===== config.mk =====
export PLATFORM = sky130hd
export DESIGN_NAME = l1_rd_cache
export DESIGN_NICKNAME = d
export VERILOG_FILES = /design/src/rtl/l1c_pkg.sv /design/src/rtl/l1c_tag_array.sv /design/src/rtl/l1c_data_array.sv /design/src/rtl/l1c_ctrl.sv /design/src/rtl/l1_rd_cache.sv
export SDC_FILE = /design/constraint.sdc
export NUM_CORES = 1
export LEC_CHECK = 0
export BUFFER_PORTS_ARGS = -buffer_cell sky130_fd_sc_hd__buf_2
export CAP_MARGIN = 0
export CORE_MARGIN = 3
export CORE_UTILIZATION = 40
export DETAILED_ROUTE_END_ITERATION = 12
export PLACE_DENSITY = 0.68
export SYNTH_ARGS = -nofsm -noshare
export SYNTH_HDL_FRONTEND = slang
export SYNTH_SLANG_ARGS = --single-unit

===== constraint.sdc =====
create_clock -name clk -period 5.3 [get_ports clk]
set_input_delay 1.06 -clock clk [delete_from_list [all_inputs] [get_ports clk]]
set_output_delay 1.06 -clock clk [all_outputs]
set_load 0.1 [all_outputs]

===== src/rtl/l1c_pkg.sv =====
package l1c_pkg;

    typedef enum logic [1:0] {
        ST_IDLE       = 2'd0,
        ST_FILL_REQ   = 2'd1,
        ST_FILL_BEATS = 2'd2
    } l1c_state_e;

endpackage


===== src/rtl/l1c_tag_array.sv =====
module l1c_tag_array #(
    parameter int LINES = 8,
    parameter int TAG_W = 3
) (
    input  logic                     clk,
    input  logic                     rst_n,
    input  logic                     flush,
    input  logic [$clog2(LINES)-1:0] rd_idx,
    output logic                     rd_valid,
    output logic [TAG_W-1:0]         rd_tag,
    input  logic                     clr_en,
    input  logic                     set_en,
    input  logic [$clog2(LINES)-1:0] wr_idx,
    input  logic [TAG_W-1:0]         set_tag
);
    localparam int IDX_W = $clog2(LINES);

    logic [LINES-1:0] slot_valid;
    logic [TAG_W-1:0] slot_tag [LINES];

    for (genvar s = 0; s < LINES; s++) begin : g_slot
        logic             v_q;
        logic [TAG_W-1:0] t_q;
        logic             sel;

        assign sel = (wr_idx == IDX_W'(s));

        always_ff @(posedge clk) begin
            if (!rst_n || flush) begin
                v_q <= 1'b0;
            end else if (sel && set_en) begin
                v_q <= 1'b1;
            end else if (sel && clr_en) begin
                v_q <= 1'b0;
            end
        end

        always_ff @(posedge clk) begin
            if (sel && set_en) begin
                t_q <= set_tag;
            end
        end

        assign slot_valid[s] = v_q;
        assign slot_tag[s]   = t_q;
    end

    assign rd_valid = slot_valid[rd_idx];
    assign rd_tag   = slot_tag[rd_idx];

endmodule


===== src/rtl/l1c_data_array.sv =====
module l1c_data_array #(
    parameter int LINES  = 8,
    parameter int WORDS  = 4,
    parameter int DATA_W = 32
) (
    input  logic                     clk,
    input  logic                     wr_en,
    input  logic [$clog2(LINES)-1:0] wr_idx,
    input  logic [$clog2(WORDS)-1:0] wr_off,
    input  logic [DATA_W-1:0]        wr_data,
    input  logic [$clog2(LINES)-1:0] rd_idx,
    input  logic [$clog2(WORDS)-1:0] rd_off,
    output logic [DATA_W-1:0]        rd_data
);
    localparam int IDX_W = $clog2(LINES);

    logic [DATA_W-1:0] line_word [LINES];

    for (genvar s = 0; s < LINES; s++) begin : g_line
        logic [DATA_W-1:0] words_q [WORDS];

        always_ff @(posedge clk) begin
            if (wr_en && wr_idx == IDX_W'(s)) begin
                words_q[wr_off] <= wr_data;
            end
        end

        assign line_word[s] = words_q[rd_off];
    end

    assign rd_data = line_word[rd_idx];

endmodule


===== src/rtl/l1c_ctrl.sv =====
module l1c_ctrl
    import l1c_pkg::*;
#(
    parameter int WORDS = 4
) (
    input  logic                     clk,
    input  logic                     rst_n,
    input  logic                     req_valid,
    input  logic                     req_write,
    input  logic                     hit,
    input  logic                     dn_req_ready,
    input  logic                     dn_rsp_valid,
    output logic                     req_ready,
    output logic                     rsp_valid,
    output logic                     dn_req_valid,
    output logic                     dn_req_write,
    output logic                     miss_inval,
    output logic                     fill_we,
    output logic                     fill_done,
    output logic                     wr_hit_we,
    output logic [$clog2(WORDS)-1:0] fill_off
);
    localparam int OFF_W = $clog2(WORDS);
    localparam logic [OFF_W-1:0] LAST_BEAT = OFF_W'(WORDS - 1);

    l1c_state_e       state_q, state_d;
    logic [OFF_W-1:0] beat_q;

    // state register and beat counter
    always_ff @(posedge clk) begin
        if (!rst_n) begin
            state_q <= ST_IDLE;
            beat_q  <= '0;
        end else begin
            state_q <= state_d;
            if (state_q == ST_FILL_REQ) begin
                beat_q <= '0;
            end else if (state_q == ST_FILL_BEATS && dn_rsp_valid) begin
                beat_q <= beat_q + 1'b1;
            end
        end
    end

    // next state
    always_comb begin
        state_d = state_q;
        unique case (state_q)
            ST_IDLE: begin
                if (req_valid && !req_write && !hit) begin
                    state_d = ST_FILL_REQ;
                end
            end
            ST_FILL_REQ: begin
                if (dn_req_ready) begin
                    state_d = ST_FILL_BEATS;
                end
            end
            ST_FILL_BEATS: begin
                if (dn_rsp_valid && beat_q == LAST_BEAT) begin
                    state_d = ST_IDLE;
                end
            end
            default: state_d = ST_IDLE;
        endcase
    end

    // outputs
    always_comb begin
        req_ready    = 1'b0;
        rsp_valid    = 1'b0;
        dn_req_valid = 1'b0;
        dn_req_write = 1'b0;
        miss_inval   = 1'b0;
        fill_we      = 1'b0;
        fill_done    = 1'b0;
        wr_hit_we    = 1'b0;
        fill_off     = beat_q;
        unique case (state_q)
            ST_IDLE: begin
                if (req_valid && req_write) begin
                    dn_req_valid = 1'b1;
                    dn_req_write = 1'b1;
                    req_ready    = dn_req_ready;
                    wr_hit_we    = hit && dn_req_ready;
                end else if (req_valid && hit) begin
                    rsp_valid = 1'b1;
                    req_ready = 1'b1;
                end else if (req_valid) begin
                    miss_inval = 1'b1;
                end
            end
            ST_FILL_REQ: begin
                dn_req_valid = 1'b1;
            end
            ST_FILL_BEATS: begin
                fill_we   = dn_rsp_valid;
                fill_done = dn_rsp_valid && (beat_q == LAST_BEAT);
            end
            default: ;
        endcase
    end

endmodule


===== src/rtl/l1_rd_cache.sv =====
module l1_rd_cache #(
    parameter int ADDR_W = 8,
    parameter int DATA_W = 32,
    parameter int WORDS  = 4,
    parameter int LINES  = 8
) (
    input  logic              clk,
    input  logic              rst_n,
    input  logic              flush,
    input  logic              req_valid,
    input  logic              req_write,
    input  logic [ADDR_W-1:0] req_addr,
    input  logic [DATA_W-1:0] req_wdata,
    output logic              req_ready,
    output logic              rsp_valid,
    output logic [DATA_W-1:0] rsp_rdata,
    output logic              dn_req_valid,
    input  logic              dn_req_ready,
    output logic              dn_req_write,
    output logic [ADDR_W-1:0] dn_req_addr,
    output logic [DATA_W-1:0] dn_req_wdata,
    input  logic              dn_rsp_valid,
    input  logic [DATA_W-1:0] dn_rsp_data
);
    localparam int OFF_W = $clog2(WORDS);
    localparam int IDX_W = $clog2(LINES);
    localparam int TAG_W = ADDR_W - OFF_W - IDX_W;

    logic [OFF_W-1:0] req_off;
    logic [IDX_W-1:0] req_idx;
    logic [TAG_W-1:0] req_tag;
    logic             slot_valid;
    logic [TAG_W-1:0] slot_tag;
    logic             hit;
    logic             miss_inval, fill_we, fill_done, wr_hit_we;
    logic [OFF_W-1:0] fill_off;
    logic             data_we;
    logic [OFF_W-1:0] data_off;
    logic [DATA_W-1:0] data_in;

    assign req_off = req_addr[OFF_W-1:0];
    assign req_idx = req_addr[OFF_W +: IDX_W];
    assign req_tag = req_addr[ADDR_W-1 -: TAG_W];
    assign hit     = slot_valid && (slot_tag == req_tag);

    l1c_tag_array #(.LINES(LINES), .TAG_W(TAG_W)) u_tags (
        .clk      (clk),
        .rst_n    (rst_n),
        .flush    (flush),
        .rd_idx   (req_idx),
        .rd_valid (slot_valid),
        .rd_tag   (slot_tag),
        .clr_en   (miss_inval),
        .set_en   (fill_done),
        .wr_idx   (req_idx),
        .set_tag  (req_tag)
    );

    assign data_we  = fill_we || wr_hit_we;
    assign data_off = fill_we ? fill_off : req_off;
    assign data_in  = fill_we ? dn_rsp_data : req_wdata;

    l1c_data_array #(.LINES(LINES), .WORDS(WORDS), .DATA_W(DATA_W)) u_data (
        .clk     (clk),
        .wr_en   (data_we),
        .wr_idx  (req_idx),
        .wr_off  (data_off),
        .wr_data (data_in),
        .rd_idx  (req_idx),
        .rd_off  (req_off),
        .rd_data (rsp_rdata)
    );

    l1c_ctrl #(.WORDS(WORDS)) u_ctrl (
        .clk          (clk),
        .rst_n        (rst_n),
        .req_valid    (req_valid),
        .req_write    (req_write),
        .hit          (hit),
        .dn_req_ready (dn_req_ready),
        .dn_rsp_valid (dn_rsp_valid),
        .req_ready    (req_ready),
        .rsp_valid    (rsp_valid),
        .dn_req_valid (dn_req_valid),
        .dn_req_write (dn_req_write),
        .miss_inval   (miss_inval),
        .fill_we      (fill_we),
        .fill_done    (fill_done),
        .wr_hit_we    (wr_hit_we),
        .fill_off     (fill_off)
    );

    assign dn_req_addr  = dn_req_write ? req_addr
                                       : {req_addr[ADDR_W-1:OFF_W], {OFF_W{1'b0}}};
    assign dn_req_wdata = req_wdata;

endmodule


==> impl_metrics.env, run 1 <==
export IMPL_clk_pin_slew_worst_paths_ns=0.07
export IMPL_routed_wl_um=99100
export IMPL_fin_crit_sh_pct=88.8
export IMPL_hpwl_um=54200
export IMPL_drive_gt1_share_pct=36.1
export IMPL_grt_pass1_wl_um=144000
export IMPL_crit_type="input port to output port"
export IMPL_cts_tree="built"
export IMPL_min_path_type="flop to flop"
export IMPL_synth_edf_count=1048
export IMPL_grtUsageMet3_pct=3.40
export IMPL_synth_seq_cells=1060
export IMPL_crit_required_ns=4.24
export IMPL_ys_top_cells_by_count="1,048 x edfxtp_1, 311 x mux4_2, 116 x nand2_1"
export IMPL_ant_nets=0
export IMPL_track_usage_pct=18.5
export IMPL_rsz0062_at_grt="no"
export IMPL_portBuffers=154
export IMPL_gp_congestion=0.778
export IMPL_overflow=0
export IMPL_cts_buffers=99
export IMPL_post_cts_buffers=0
export IMPL_use_met2_pct=29.0
export IMPL_core_rowCount=117
export IMPL_skew_ns=0.0271
export IMPL_fmax_mhz=212
export IMPL_setup_tns_ns=0
export IMPL_rr_worst_depth=6
export IMPL_grt_max_degree=65
export IMPL_seq_area_frac_synth_pct=76.6
export IMPL_drt_pass1_iterations=7
export IMPL_antenna_cells=0
export IMPL_syn_nets=1907
export IMPL_area_growth_pct=15.4
export IMPL_reg2reg_from="u_ctrl.state_q[1]$_SDFFE_PN0P_"
export IMPL_min_to="u_tags.g_slot[1].v_q$_SDFFE_PP0P_"
export IMPL_min_from="u_tags.g_slot[1].v_q$_SDFFE_PP0P_"
export IMPL_htree_levels=3
export IMPL_yosys_top_cells_area="edfxtp_1 76%, mux4_2 17%, nand2_1 1.1%, buf_4 1.0%, mux2_2 0.87%"
export IMPL_antenna_found_initial=3
export IMPL_period_minus_slack_ns=4.71
export IMPL_vias_per_cell=5.79
export IMPL_grt_pass1_vias=20200
export IMPL_die_area_sq_um=107000
export IMPL_leakage_uw=0.0154
export IMPL_powerDensity_nw_per_um2=364
export IMPL_yosysWarnings=0
export IMPL_utilization_pct=46.7
export IMPL_vias=20200
export IMPL_r2r_end="u_data.g_line[2].words_q[3][31]$_DFFE_PP_"
export IMPL_synth_area_per_cell_sq_um=22.6
export IMPL_cp_arrival_ns=3.65
export IMPL_async_flop_share_pct=0
export IMPL_detail_route_wl_per_cell_um=28.5
export IMPL_ir_worst_vdd_mv=0.234
export IMPL_drc_errors=0
export IMPL_synth_area_sq_um=41400
export IMPL_globalRouteMet1Util_pct=27.4
export IMPL_io_pins=155
export IMPL_cts_hold_buffers=0
export IMPL_max_slew_margin_rel_pct=20.1
export IMPL_startpoint_type="input port"
export IMPL_finalMaxSlewViolations=0
export IMPL_clkLatencyLatePin_ns=0.67
export IMPL_clkSinkCount=1060
export IMPL_die_h_um=328
export IMPL_core_area_sq_um=102000
export IMPL_top_usage_layer="met2"
export IMPL_status="completed"
export IMPL_path_max_fanout=38
export IMPL_synth_top_flop_cell="edfxtp_1"
export IMPL_initial_core_util_pct=40.5
export IMPL_clockBufferDepth=3
export IMPL_die_w_um=328
export IMPL_synth_top_cell_area_share_pct=76.1
export IMPL_ys_types=45
export IMPL_hold_depth=2
export IMPL_synthCells=1827
export IMPL_worst_pin_slew_ns=1.19
export IMPL_yosysMostFrequentCell="edfxtp_1"
export IMPL_max_cap_viol_count=0
export IMPL_cts_root_buffer="clkbuf_16"
export IMPL_rrSetupSlack_ns=1.91
export IMPL_hold_worst_slack_ns=0.542
export IMPL_post_cts_resized=0
export IMPL_finalSetupViolations=0
export IMPL_worst_setup_path_end_kind="output port"
export IMPL_synth_area_leader_cell="edfxtp_1"
export IMPL_hold_viol=0
export IMPL_fin_nets=2116
export IMPL_drt_iter0_markers=2291
## layout make-up
type                       instances  area [sq um]
tap                             1368          1710
timing repair buffer             242          1900
clock buffer                     119          2590
multi-input combinational        630          9290
fill                            8300         54400
inverter                           3          11.3
sequential                      1060         31700
clock inverter                    58           548
## power by group
part	total, uW	switching, uW	internal, uW	leakage [uW]
registers	9260	4.79	9260	0.00952
logic	1230	860	372	0.00431
clock network	6880	2990	3890	0.00154
## registers in the layout, indices dropped and copies added (netlist names)
| register | flops |
|---|---|
| u_tags.g_slot.v_q | 8 |
| u_ctrl.fill_off | 2 |
| u_ctrl.state_q | 2 |
| u_data.g_line.words_q | 1024 |
| u_tags.g_slot.t_q | 24 |
## per-layer routing
metal | wire length [um] | vias up
met5 | 13 | -
met4 | 1640 | 2
met3 | 9060 | 125
met2 | 47200 | 1022
met1 | 41200 | 10900
li1 | - | 8122
## per-stage QoR
step	total power [uW]	instances	cell area (sq um)	setup WS (ns)
floorplan	10400	1827	41600	0.342
global placement	10700	3303	44600	0.576
detailed placement	10700	3303	44600	0.565
CTS	17500	3480	47800	0.564
global route	17900	3480	47800	0.455
finish	17400	3480	47800	0.593
## worst max path at each step
stage	from	to	cells past startpoint
floorplan	req_valid	u_data.g_line[7].words_q[0][0]$_DFFE_PP_	7
global placement	req_addr[0]	rsp_rdata[30]	6
detailed placement	req_addr[0]	rsp_rdata[30]	6
CTS	req_addr[0]	rsp_rdata[30]	6
global route	req_addr[1]	rsp_rdata[20]	8
finish	req_addr[0]	rsp_rdata[8]	6
## cells by family (layout without fill, tap and decap cells)
| logic type | after synthesis | count (layout) | synth area share [%] |
|---|---|---|---|
| simple gates | 215 | 215 | 2.38 |
| mux | 353 | 353 | 18.0 |
| fa+ha+maj | 1 | 1 | 0.0302 |
| buf+inv | 137 | 422 | 1.95 |
| flops | 1060 | 1060 | 76.6 |
| compound gates | 61 | 61 | 0.971 |
## cells in the final DEF, fill, tap and decap left out, drive strengths merged, types with 2 or more instances in the layout
cell type / instances
nand3b: 3
dfxtp: 12
mux4: 311
edfxtp: 1048
inv: 7
buf: 242
a32oi: 6
and3: 4
nor2: 17
nor3: 37
nor2b: 6
o22ai: 2
or3: 2
or2: 2
a21oi: 7
o211ai: 2
nor4: 3
bufinv: 8
a22oi: 7
mux2: 32
a31oi: 11
o21ai: 18
nand3: 8
nand2: 116
nand2b: 7
clkinv: 45
mux2i: 10
and2: 3
clkbuf: 119
nor3b: 2
nor4b: 2
a22o: 3
## critical path, stage by stage
cell and delay, ns:
buf_8 0.34, mux4_2 0.59, mux4_2 0.47, o21ai_0 0.48, nand2_1 0.26, buf_2 0.36
Power figures use the tool's default switching activity.
==> run 2: changes to the inputs <==
Settings changed: CORE_UTILIZATION 40 to 55, PLACE_DENSITY 0.68 to 0.85.
==> run 2 against run 1 <==
Register-to-register slack worse by 0.51 ns. Critical path type unchanged. Non-clock buffer count is 15 lower. Critical endpoint is now rsp_rdata[3]. Via count is 9.9% higher. Combinational power is 5% higher. Worst setup slack worse by 0.048 ns. Clock skew is 0.0065 ns higher.
==> impl_metrics.env, run 2 (same netlist as run 1, synthesis figures left out) <==
export IMPL_routed_wl_um=119000
export IMPL_reg_top3="u_data.g_line.words_q (1024), u_tags.g_slot.t_q (24), u_tags.g_slot.v_q (8)"
export IMPL_hold_viol=0
export IMPL_cts_root_buffer="clkbuf_16"
export IMPL_drive_gt1_share_pct=36.0
export IMPL_portBuffers=154
export IMPL_cp_common_cell="mux4_2"
export IMPL_rsz0062_at_grt="no"
export IMPL_worst_setup_path_end_kind="output port"
export IMPL_ir_worst_vdd_mv=0.411
export IMPL_max_slew_margin_rel_pct=3.91
export IMPL_slowest_stage="mux4_2"
export IMPL_overflow=0
export IMPL_startpoint_type="input port"
export IMPL_powerDensity_nw_per_um2=380
export IMPL_final_cell_mix="1,048 x edfxtp_1, 311 x mux4_2, 145 x buf_2"
export IMPL_post_cts_resized=0
export IMPL_detail_route_wl_per_cell_um=38.8
export IMPL_hpwl_um=58600
export IMPL_max_stage_delay_ns=0.59
export IMPL_initial_core_util_pct=56.1
export IMPL_cts_tree="built"
export IMPL_cts_buffers=101
export IMPL_drt_pass1_iterations=6
export IMPL_leakage_uw=0.0153
export IMPL_core_area_sq_um=73700
export IMPL_drt_iter0_markers=3676
export IMPL_cts_hold_buffers=0
export IMPL_vias_per_cell=7.22
export IMPL_layout_commonest_cell="edfxtp_1"
export IMPL_ant_nets=0
export IMPL_die_area_sq_um=78600
export IMPL_min_path_type="flop to flop"
export IMPL_fin_area_sq_um=47100
export IMPL_cp_top_family="multiplexers"
export IMPL_grt_pass1_wl_um=169000
export IMPL_crit_chain="buf_8 > buf_12 > mux4_2 > mux4_2 > mux2_2 > buf_2"
export IMPL_setup_tns_ns=0
export IMPL_largest_reg_flops=1024
export IMPL_crit_required_ns=4.24
export IMPL_io_pins=155
export IMPL_placed_cell_area_sq_um=43800
export IMPL_track_usage_pct=30.9
export IMPL_fmax_mhz=210
export IMPL_clkLatencyLatePin_ns=0.67
export IMPL_fillers=4317
export IMPL_crit_type="input port to output port"
export IMPL_hold_depth=2
export IMPL_area_growth_pct=13.9
export IMPL_die_h_um=280
export IMPL_htree_levels=3
export IMPL_post_cts_buffers=0
export IMPL_rr_worst_depth=7
export IMPL_drc_errors=0
export IMPL_finalSetupViolations=0
export IMPL_clkSinkCount=1060
export IMPL_clockBufferDepth=3
export IMPL_status="completed"
export IMPL_path_max_fanout=46
export IMPL_skew_ns=0.0336
export IMPL_grt_pass1_vias=22300
export IMPL_finalMaxSlewViolations=0
export IMPL_fin_crit_sh_pct=89.7
export IMPL_core_rowCount=99
export IMPL_regMostFlops="u_data.g_line.words_q"
export IMPL_period_minus_slack_ns=4.75
export IMPL_max_cap_viol_count=0
export IMPL_die_w_um=280
export IMPL_antenna_found_initial=5
export IMPL_gp_congestion=0.880
export IMPL_grt_max_degree=67
export IMPL_vias=22200
export IMPL_cp_depth=6
export IMPL_cp_num_buf_inv=3
export IMPL_cp_arrival_ns=3.69
export IMPL_clk_pin_slew_worst_paths_ns=0.06
export IMPL_fin_nets=2103
export IMPL_worst_pin_slew_ns=1.44
run 2: cell count changes in the layout (fill, tap and decap cells not counted), sizes merged:
cell,change
buf,-15
clkinv,-1
clkbuf,+5
clkinvlp,+3
bufinv,+4
diode,+1
run 2: final timing paths:
| kind | to | slack (ns) | start |
|---|---|---|---|
| max | rsp_rdata[3] | 0.55 | req_addr[0] |
| min reg2reg | u_tags.g_slot[3].v_q$_SDFFE_PP0P_ | 0.56 | u_tags.g_slot[3].v_q$_SDFFE_PP0P_ |
| max reg2reg | u_data.g_line[5].words_q[1][31]$_DFFE_PP_ | 1.40 | u_ctrl.state_q[1]$_SDFFE_PN0P_ |
| min | u_tags.g_slot[3].v_q$_SDFFE_PP0P_ | 0.56 | u_tags.g_slot[3].v_q$_SDFFE_PP0P_ |
run 2: through the flow:
step | power [uW] | util (%) | std cells | setup WS, ns | hold slack [ns]
floorplan | 10400 | - | 1827 | 0.342 | 0.499
global placement | 10700 | 59.4 | 2879 | 0.561 | 0.522
detailed placement | 10700 | 59.4 | 2879 | 0.457 | 0.532
CTS | 18000 | 63.9 | 3067 | 0.489 | 0.545
global route | 18300 | 63.9 | 3067 | 0.434 | 0.571
finish | 17900 | 63.9 | 3068 | 0.546 | 0.557
run 2: final cells by class:
cell class	count	area, sq um	share of cell area [%]
sequential	1060	31700	67.3
multi-input combinational	630	9290	19.7
clock buffer	124	2660	5.63
timing repair buffer	227	1570	3.33
tap	959	1200	2.55
clock inverter	64	684	1.45
inverter	3	11.3	0.0239
antenna	1	2.50	0.00531
run 2: worst min-delay path, stage by stage (launching register included):
cell     delay, ns
dfxtp_1       0.31
o21ai_0       0.16
a31oi_1       0.04
run 2: metal layers:
layer | routed length, um | vias to the layer above | share of wire (%) | track usage, %
met5 | 32 | - | 0.027 | 0
met4 | 6940 | 4 | 5.8 | 15.5
met1 | 38200 | 11300 | 32 | 40.1
li1 | - | 8096 | - | -
met3 | 16100 | 479 | 14 | 8.17
met2 | 57600 | 2308 | 48 | 49.1
run 2: power breakdown:
group / leakage, uW / switching, uW / internal, uW / total, uW
Combinational: 0.00418 / 922 / 373 / 1290
Clock: 0.00162 / 3200 / 4170 / 7370
Sequential: 0.00952 / 5.52 / 9260 / 9260
Total: 0.0153 / 4130 / 13800 / 17900
==> run 3: changes to the inputs <==
Settings changed: CORE_UTILIZATION 55 to 30, PLACE_DENSITY 0.85 to 0.56.
==> run 3 against run 2 <==
Clock power down 2%. Clock-buffer cell count up 6. Sequential power about the same. First-iteration DRC count down 40%. Global-route usage down 16 points. Critical path type unchanged. Die area up 81%. Combinational power down 4%. Register-to-register slack better by 0.27 ns. Wire length down 8.7%. Total power down 0.95%.
==> impl_metrics.env, run 3 (same netlist as run 1, synthesis figures left out) <==
export IMPL_status="completed"
export IMPL_rr_worst_depth=6
export IMPL_post_cts_buffers=0
export IMPL_fmax_mhz=209
export IMPL_core_area_sq_um=136000
export IMPL_finalMaxSlewViolations=0
export IMPL_vias=20100
export IMPL_reg2reg_from="u_ctrl.state_q[1]$_SDFFE_PN0P_"
export IMPL_gp_congestion=0.761
export IMPL_startpoint_type="input port"
export IMPL_grt_max_degree=64
export IMPL_crit_type="input port to output port"
export IMPL_regMostFlops="u_data.g_line.words_q"
export IMPL_finalPower_uw=17800
export IMPL_skew_ns=0.0399
export IMPL_area_growth_pct=17.1
export IMPL_layout_commonest_cell="edfxtp_1"
export IMPL_rrSetupSlack_ns=1.67
export IMPL_largest_reg_flops=1024
export IMPL_p_seq_share_pct=52.2
export IMPL_switching_share_pct=22.3
export IMPL_drc_errors=0
export IMPL_max_slew_margin_rel_pct=14.6
export IMPL_cts_buffers=104
export IMPL_cts_tree="built"
export IMPL_cts_root_buffer="clkbuf_16"
export IMPL_io_pins=155
export IMPL_die_w_um=377
export IMPL_fin_cells=3902
export IMPL_max_cap_viol_count=0
export IMPL_ant_nets=0
export IMPL_rsz0062_at_grt="no"
export IMPL_hold_viol=0
export IMPL_clockBufferDepth=3
export IMPL_r2r_end="u_data.g_line[4].words_q[1][16]$_DFFE_PP_"
export IMPL_die_area_sq_um=142000
export IMPL_final_cell_mix="1,048 x edfxtp_1, 311 x mux4_2, 144 x buf_2"
export IMPL_multi_input_area_sq_um=9280
export IMPL_core_rowCount=135
export IMPL_min_path_type="flop to flop"
export IMPL_die_h_um=377
export IMPL_netSwitchingPower_uw=3960
export IMPL_drt_pass1_iterations=8
export IMPL_grt_pass1_wl_um=154000
export IMPL_fillers=12400
export IMPL_grt_pass1_vias=20700
export IMPL_min_from="u_tags.g_slot[3].v_q$_SDFFE_PP0P_"
export IMPL_path_max_fanout=29
export IMPL_clk_pin_slew_worst_paths_ns=0.05
export IMPL_portBuffers=154
export IMPL_leakage_uw=0.0154
export IMPL_drive_gt1_share_pct=36.0
export IMPL_track_usage_pct=15.2
export IMPL_reg_top3="u_data.g_line.words_q (1024), u_tags.g_slot.t_q (24), u_tags.g_slot.v_q (8)"
export IMPL_min_to="u_tags.g_slot[3].v_q$_SDFFE_PP0P_"
export IMPL_powerDensity_nw_per_um2=366
export IMPL_detail_route_wl_per_cell_um=27.8
export IMPL_fin_nets=2112
export IMPL_hold_depth=2
export IMPL_hold_worst_slack_ns=0.560
export IMPL_drt_iter0_markers=2193
export IMPL_setup_ws_ns=0.526
export IMPL_clkSinkCount=1060
export IMPL_pre_cts_ws_ns=0.453
export IMPL_dp_cells=3707
export IMPL_clock_power_share_pct=40.8
export IMPL_hpwl_um=59300
export IMPL_register_area_sq_um=31700
export IMPL_cts_hold_buffers=0
export IMPL_crit_required_ns=4.24
export IMPL_pwr_share_comb_pct=7.0
export IMPL_routed_wl_um=109000
export IMPL_overflow=0
export IMPL_finalSetupViolations=0
export IMPL_worst_pin_slew_ns=1.28
export IMPL_cp_arrival_ns=3.71
export IMPL_p_int_uw=13800
export IMPL_initial_core_util_pct=30.4
export IMPL_htree_levels=3
export IMPL_worst_setup_path_end_kind="output port"
export IMPL_fin_crit_sh_pct=90.1
export IMPL_vias_per_cell=5.15
export IMPL_setup_tns_ns=0
export IMPL_period_minus_slack_ns=4.77
export IMPL_antenna_found_initial=1
export IMPL_post_cts_resized=0
export IMPL_ir_worst_vdd_mv=0.270
export IMPL_clkLatencyLatePin_ns=0.68
-- run 3: area by class of cell --
cell class	count	area share [%]
Antenna cell	3	0.0155
Inverter	3	0.0232
Multi-Input combinational cell	630	19.1
Clock buffer	130	5.77
Clock inverter	62	1.17
Tap cell	1781	4.60
Timing Repair Buffer	233	3.86
Sequential cell	1060	65.4
-- run 3: stage by stage --
| stage | utilization [%] | area (sq um) |
|---|---|---|
| after floorplan | - | 41600 |
| after global placement | 33.1 | 45100 |
| after detailed placement | 33.1 | 45100 |
| after CTS | 35.6 | 48500 |
| after global routing | 35.6 | 48500 |
| final | 35.6 | 48500 |
-- run 3: worst max-delay path by stage --
stage / cells past startpoint / slack, ns / start / endpoint
detailed placement: 6 / 0.45 / req_addr[2] / rsp_rdata[29]
global placement: 6 / 0.47 / req_addr[2] / rsp_rdata[29]
CTS: 6 / 0.46 / req_addr[2] / rsp_rdata[29]
global route: 6 / 0.39 / req_addr[2] / rsp_rdata[29]
floorplan: 7 / 0.34 / req_valid / u_data.g_line[7].words_q[0][0]$_DFFE_PP_
finish: 6 / 0.53 / req_addr[2] / rsp_rdata[29]
-- run 3: layer usage --
metal	part of all wire (%)	global-route usage, %	up-vias
met1	44	21.9	11100
met3	6.5	2.47	125
met4	1.8	3.46	0
met5	0	0	-
met2	48	24.3	746
li1	-	-	8122
-- run 3: critical path: stages --
cell,delay (ns)
buf_6,0.36
buf_4,0.59
mux4_2,0.59
o21ai_0,0.51
nand2_1,0.23
buf_2,0.35
-- run 3: power by group through the flow --
| stage | clock network (uW) | registers [uW] | logic (uW) |
|---|---|---|---|
| CTS | 7390 | 9260 | 1270 |
| finish | 7250 | 9260 | 1240 |
| global route | 7720 | 9260 | 1320 |
| detailed placement | 0 | 9440 | 1270 |
| global placement | 0 | 9440 | 1240 |
| floorplan | 0 | 9430 | 933 |
